--- src/rtl/pcg_pkg.sv ---
package pcg_pkg;

  // Two-wire mixer drive; the 2'b11 pattern is never produced.
  typedef enum logic [1:0] {
    DRV_OFF  = 2'b00,
    DRV_ZERO = 2'b01,
    DRV_PI   = 2'b10
  } drive_e;

  // Head stage contents written on every reload (start-of-pulse slot).
  localparam logic HEAD_ENABLE = 1'b0;
  localparam logic HEAD_PHASE  = 1'b0;

  // Value shifted in at the tail of each chain.
  localparam logic TAIL_FILL = 1'b0;

endpackage

--- src/rtl/pcg_shift_chain.sv ---
module pcg_shift_chain #(
  parameter int STAGES = 16
) (
  input  logic              clk,
  input  logic              rst_n,
  input  logic              load,
  input  logic              advance,
  input  logic [STAGES-1:0] par_in,
  input  logic              fill,
  output logic              head
);

  logic [STAGES-1:0] stage_q;
  logic [STAGES-1:0] stage_d;
  logic              stage_en;

  // next-state: load has priority over advance
  always_comb begin
    stage_en = load | advance;
    if (load) begin
      stage_d = par_in;
    end else begin
      stage_d = {fill, stage_q[STAGES-1:1]};
    end
  end

  always_ff @(posedge clk or negedge rst_n) begin
    if (!rst_n) begin
      stage_q <= '0;
    end else if (stage_en) begin
      stage_q <= stage_d;
    end
  end

  assign head = stage_q[0];

  AST_LOAD_CAPTURE: assert property (@(posedge clk) disable iff (!rst_n)
    load |=> (stage_q == $past(par_in)));

  AST_ADVANCE_ONE: assert property (@(posedge clk) disable iff (!rst_n)
    (advance && !load) |=> ((stage_q[STAGES-2:0] == $past(stage_q[STAGES-1:1]))
                            && (stage_q[STAGES-1] == $past(fill))));

  AST_HOLD_IDLE: assert property (@(posedge clk) disable iff (!rst_n)
    (!advance && !load) |=> $stable(stage_q));

endmodule

--- src/rtl/pcg_encoder.sv ---
module pcg_encoder
  import pcg_pkg::*;
(
  input  logic   enable_bit,
  input  logic   phase_bit,
  output drive_e drive
);

  always_comb begin
    if (!enable_bit) begin
      drive = DRV_OFF;
    end else if (phase_bit) begin
      drive = DRV_PI;
    end else begin
      drive = DRV_ZERO;
    end
  end

endmodule

--- src/rtl/pcg_top.sv ---
module pcg_top
  import pcg_pkg::*;
#(
  parameter int CODE_LEN = 15
) (
  input  logic                clk,
  input  logic                rst_n,
  input  logic                reload,
  input  logic                shift_en,
  input  logic [CODE_LEN-1:0] cfg_phase,
  input  logic [CODE_LEN-1:0] cfg_enable,
  output logic                drv_zero,
  output logic                drv_pi
);

  localparam int STAGES   = CODE_LEN + 1;
  localparam int N_CHAINS = 2;
  localparam int IDX_EN   = 0;
  localparam int IDX_PH   = 1;

  logic [N_CHAINS-1:0][STAGES-1:0] chain_load;
  logic [N_CHAINS-1:0]             chain_head;
  drive_e                          drive;

  assign chain_load[IDX_EN] = {cfg_enable, HEAD_ENABLE};
  assign chain_load[IDX_PH] = {cfg_phase,  HEAD_PHASE};

  // both chains share load/advance so they stay in lockstep
  for (genvar g = 0; g < N_CHAINS; g++) begin : g_chain
    pcg_shift_chain #(
      .STAGES (STAGES)
    ) u_chain (
      .clk     (clk),
      .rst_n   (rst_n),
      .load    (reload),
      .advance (shift_en),
      .par_in  (chain_load[g]),
      .fill    (TAIL_FILL),
      .head    (chain_head[g])
    );
  end

  pcg_encoder u_enc (
    .enable_bit (chain_head[IDX_EN]),
    .phase_bit  (chain_head[IDX_PH]),
    .drive      (drive)
  );

  assign drv_zero = (drive == DRV_ZERO);
  assign drv_pi   = (drive == DRV_PI);

  AST_SILENT_AFTER_LOAD: assert property (@(posedge clk) disable iff (!rst_n)
    reload |=> (!drv_zero && !drv_pi));

  AST_FIRST_CHIP: assert property (@(posedge clk) disable iff (!rst_n)
    (shift_en && !reload && $past(reload)) |=>
      ((drv_zero || drv_pi) == $past(cfg_enable[0], 2)));

endmodule

--- config.mk ---
export PLATFORM = sky130hd
export DESIGN_NAME = pcg_top
export DESIGN_NICKNAME = d
export VERILOG_FILES = /design/src/rtl/pcg_pkg.sv /design/src/rtl/pcg_shift_chain.sv /design/src/rtl/pcg_encoder.sv /design/src/rtl/pcg_top.sv
export SDC_FILE = /design/constraint.sdc
export NUM_CORES = 1
export LEC_CHECK = 0
export BUFFER_PORTS_ARGS = -buffer_cell sky130_fd_sc_hd__buf_2
export CORE_ASPECT_RATIO = 1.75
export CORE_MARGIN = 8
export CORE_UTILIZATION = 50
export DETAILED_ROUTE_END_ITERATION = 16
export PLACE_DENSITY = 0.8
export SYNTH_ARGS = -nofsm -noshare
export SYNTH_HDL_FRONTEND = slang
export SYNTH_SLANG_ARGS = --single-unit
--- constraint.sdc ---
create_clock -name clk -period 0.8 [get_ports clk]
set_input_delay 0.08 -clock clk [delete_from_list [all_inputs] [get_ports clk]]
set_output_delay 0.08 -clock clk [all_outputs]
set_load 0.02 [all_outputs]
Word-level counts from Yosys, hierarchy flattened
Index checks and enable logic that the tools add are counted.

Divide/modulo/power cells: 0. $mul: 0. Shifts and indexed selects: 0. Reductions and logical operators: 0. Multiplexer cells: 4. Bitwise gates (word level): 1. $lt $le $gt $ge: 0. $add $sub $neg: 0. Eq/ne operators: 2.

Operators with widths (count): 2-to-1 mux 16 bit (2); 2-to-1 mux 2 bit (2); equality test 2 x 1 -> 1 bit, second input constant (1); equality test 2 bit, second input constant (1); bitwise OR 1 bit (1).

Memories: 0. Flip-flop bits (word level): 32. Bits in writable memories: 0. Word-level logic and storage cells: 9. Memory bits (read-only): 0. Bits in latches: 0. Output and inout port bits: 2.

Depth between registers and ports, before layout
Word-level depth: 3. Depth in mapped cells: 4. Mapped depth without buffers: 2.

Hierarchy
From an unflattened synthesis, not the netlist that was laid out.

Cell total of the unflattened synthesis: 143. Area, all modules: 1524.0 um2.

Modules (own cells, without submodules): pcg_shift_chain (area each 744.5 um2, cells an instance 69, sequential area each 400.4 um2, instances 2); pcg_top (area each 18.8 um2, cells an instance 3, sequential area each 0.0 um2, instances 1); pcg_encoder (area each 16.3 um2, cells an instance 2, sequential area each 0.0 um2, instances 1).

Worst setup path after synthesis
No wires, ideal clock.

Path type: register to output. Start: register g_chain[1].u_chain.stage_q[0]. End: output drv_zero. Slack: 0.039 ns. Data arrival time: 0.681 ns. Stages on the path, launching flop included: 2. Buffers on the path: 0. Cells stage by stage: dfrtp_1 -> nor2b_1.

Cells in the longest elaborated chain, start to end: 3.

RTL lines: start: declaration (RTL line pcg_shift_chain.sv:13) `logic [STAGES-1:0] stage_q;`; start signal: assignment (RTL line pcg_shift_chain.sv:31) `stage_q <= stage_d;`; 2-to-1 mux 2 bit (RTL line pcg_encoder.sv:12) `end else if (phase_bit) begin`; 2-to-1 mux 2 bit (RTL line pcg_encoder.sv:10) `if (!enable_bit) begin`; equality test 2 x 1 -> 1 bit (RTL line pcg_top.sv:49) `assign drv_zero = (drive == DRV_ZERO);`; end: declaration (RTL line pcg_top.sv:12) `output logic drv_zero,`.

No other way between the ends.

Final worst setup path
Start: register g_chain[0].u_chain.stage_q[0]. End: output drv_zero.

Cells in the longest elaborated chain, start to end: 2.

RTL lines (RTL line): start: declaration (pcg_shift_chain.sv:13); start signal: assignment (pcg_shift_chain.sv:31); 2-to-1 mux 2 bit (pcg_encoder.sv:10); equality test 2 x 1 -> 1 bit (pcg_top.sv:49).

No other way between the ends.

==> run_results.csv <==
group,metric,value,unit
min_path,min_path_cells,3,
power_and_ir_drop,share_seq_of_total_power,51.1,%
synthesis,syn-num-nets,173,
worst_setup_path,path_max_fanout,3,
synthesis,ys_seq_elements,32,
power_and_ir_drop,p_leak,0.953,nW
global_routing,overflow,0,
outcome,violations,"negative setup slack",
routing,antenna_left,0,
sta,slew_headroom,84.6,%
power_and_ir_drop,p_int,2.77,mW
floorplan,fp-row-count,26,
synthesis,synthCells,139,
sta,hold_viol_final,0,
global_routing,grt_pass1_wl,4940,µm
job,drv.max_cap_violation_count,0,
routing,viasPerCell,5.19,
synthesis,ys_types,13,
placed_design,place_hpwl,2180,µm
layout,utilization,64.5,%
floorplan,start_util,52.2,%
sta,worstMarginPinSlew,0.230,ns
clock_network,clock_path_buffers,2,
worst_setup_path,ff2ff_path_depth,3,
layout,drive_gt1_share,29.3,%
sta,rsz0062_at_grt,"true",
layout,fin_nets,214,
clock_network,path_clk_slew,0.06,ns
layout,area_growth,23.7,%
min_path,holdPathEnd,"g_chain[0].u_chain.stage_q[13]",
sta,drv_slew,0,
sta,fin_skew,0.00286,ns
power_and_ir_drop,swShare,24.2,%
layout,insertedDiodeCount,0,
synthesis,synth_area,1510,µm²
clock_network,cts_tree,"yes",
floorplan,fp.dieW,57.5,µm
layout,multi_input_area,606,µm²
floorplan,dieArea,5100,µm²
layout,largest_register,"g_chain.u_chain.stage_q",
worst_setup_path,cp_slowest_cell,"dfrtp_1",
power_and_ir_drop,powerDensity,1960,nW/µm²
global_routing,grt_pass1_vias,1175,
worst_setup_path,r2r_start,"g_chain[0].u_chain.stage_q[0]",
synthesis,ys_seq_area_share,53.0,%
layout,final_cell_mix,"33 x buf_2, 32 x dfrtp_1, 30 x mux2i_1, 30 x nand2_1, 25 x o21ai_1",
sta,period_share,128,%
placed_design,place.gp.congestion,0.766,
sta,tns,-0.443,ns
routing,first_iter_violations,21,
min_path,hold_path_class,"in2reg",
layout,nFillCells,253,
layout,reg.largest.list,"g_chain.u_chain.stage_q: 32 flops",
clock_network,cts_buffers,5,
placed_design,place_area,1750,µm²
routing,route.detailed.drc,0,
routing,drt_first_pass_iters,2,
outcome,status,"complete, but fails checks",
power_and_ir_drop,pwr-share-clk,33.7,%
layout,fin_area,1870,µm²
synthesis,syn_avg_cell_area,10.9,µm²
power_and_ir_drop,comb_power_share,15.2,%
floorplan,die_h,88.7,µm
global_routing,antenna_found_initial,0,
synthesis,ys_warn_count,0,
floorplan,core_region_area,2900,µm²
routing,routedWlPerCell,13.9,µm
placed_design,portBuffers,35,
worst_setup_path,cp_cell_sequence,"nor2b_1, buf_4",
worst_setup_path,endpoint_kind,"output port",
layout,regArea,801,µm²
sta,fin_crit,1.02,ns
clock_network,clk_root_buffer_cell,"clkbuf_8",
sta,fmax,0.979,GHz
routing,vias,1084,
floorplan,io-pin-count,36,
worst_setup_path,startpoint_type,"register",
global_routing,grt_max_degree,31,
min_path,min-delay-start,"cfg_enable[12]",
layout,mostFrequentLayoutCell,"buf_2",
worst_setup_path,critPathKind,"reg2out",
sta,finalWorstSetupSlack,-0.222,ns
clock_network,numClockSinks,32,
layout,largest_reg_flops,32,
worst_setup_path,critPathRequiredTime,0.72,ns
power_and_ir_drop,switching_power,0.884,mW
routing,routed_wl,2910,µm
clock_network,htreeDepth,2,
worst_setup_path,slowest_delay,0.39,ns
global_routing,track_usage,12.7,%
worst_setup_path,reg2reg_to,"g_chain[0].u_chain.stage_q[0]",
worst_setup_path,arrival,0.94,ns
clock_network,clkLatencyLatePin,0.27,ns
worst_setup_path,ff2ff_setup_slack,0.01,ns
sta,setup_viol_count_final,2,
power_and_ir_drop,ir_worst_vdd,0.00143,V
[cells in the mapped netlist, drive strengths merged]
cell type  instances  area (µm²)
and2               1        6.26
nor2b              1        6.26
nand2             30         113
nor2               2        7.51
nand2b             2        12.5
o21ai             30         158
buf               11         106
mux2i             30         300
dfrtp             32         801
[cell families (layout without fill, tap and decap cells)]
group,Yosys count,after routing,share of synthesized area (%)
multiplexers,30,30,19.9
buffers and inverters,11,53,7.04
AO/OA/AOI/OAI,30,30,10.4
AND/OR/NAND/NOR,36,36,9.61
flip-flops,32,32,53.0
[stage by stage]
step / power [mW] / hold WS (ns) / setup WS (ns) / std cells
3_3_place_gp: 2.42 / -0.0551 / -0.0154 / 199
3_5_place_dp: 2.45 / -0.0465 / -0.0718 / 199
5_1_grt: 3.89 / 0.00471 / -0.275 / 209
6_report: 3.66 / 0.0122 / -0.222 / 209
4_1_cts: 3.71 / 0.00566 / -0.237 / 209
2_1_floorplan: 2.23 / -0.216 / 0.0391 / 139
[layer usage]
layer  part of all wire [%]  track usage (%)  routed length (µm)  vias up
met5                      0                0                   0        -
met4                    1.5             6.19                  43        0
met3                    5.6             5.09                 164        6
met2                     53             23.4                1550       25
met1                     40             11.6                1150      501
li1                       -                -                   -      552
[worst max-delay path: cells and delay by family (launching register included)]
family / cells / cell delay, ns
simple gates: 1 / 0.13
flops: 1 / 0.39
buf+inv: 1 / 0.15
[worst max-delay path by stage]
| stage | from | endpoint | slack (ns) |
|---|---|---|---|
| after detailed placement | shift_en | g_chain[0].u_chain.stage_q[8] | -0.07 |
| after global placement | shift_en | g_chain[1].u_chain.stage_q[9] | -0.02 |
| after floorplan | g_chain[1].u_chain.stage_q[0] | drv_zero | 0.04 |
| final | g_chain[0].u_chain.stage_q[0] | drv_zero | -0.22 |
| after global routing | g_chain[0].u_chain.stage_q[0] | drv_zero | -0.27 |
| after CTS | g_chain[0].u_chain.stage_q[0] | drv_zero | -0.24 |
[power groups by stage]
| stage | registers (mW) | clock network (mW) | logic [mW] |
|---|---|---|---|
| after floorplan | 1.87 | 0 | 0.361 |
| after global placement | 1.89 | 0 | 0.529 |
| after detailed placement | 1.90 | 0 | 0.550 |
| after CTS | 1.87 | 1.28 | 0.564 |
| after global routing | 1.89 | 1.37 | 0.622 |
| final | 1.87 | 1.23 | 0.555 |
[cell type report]
cell class              count  area share (%)
multi-input cells          96            32.4
repair buffers             45            18.0
clock buffers               8            4.82
flip-flops and latches     32            42.9
well taps                  28            1.88
[timing repair]
action / 4_1_cts / 5_1_grt
endpoints found under the hold margin: 32 / 0
cloned: 0 / 0
resized for setup: 4 / 1
setup endpoints to repair: 2 / 5
hold buffers: 1 / 0
pin swaps: 1 / 0
setup buffers: 1 / 0
(Power assumes the default switching activity.)
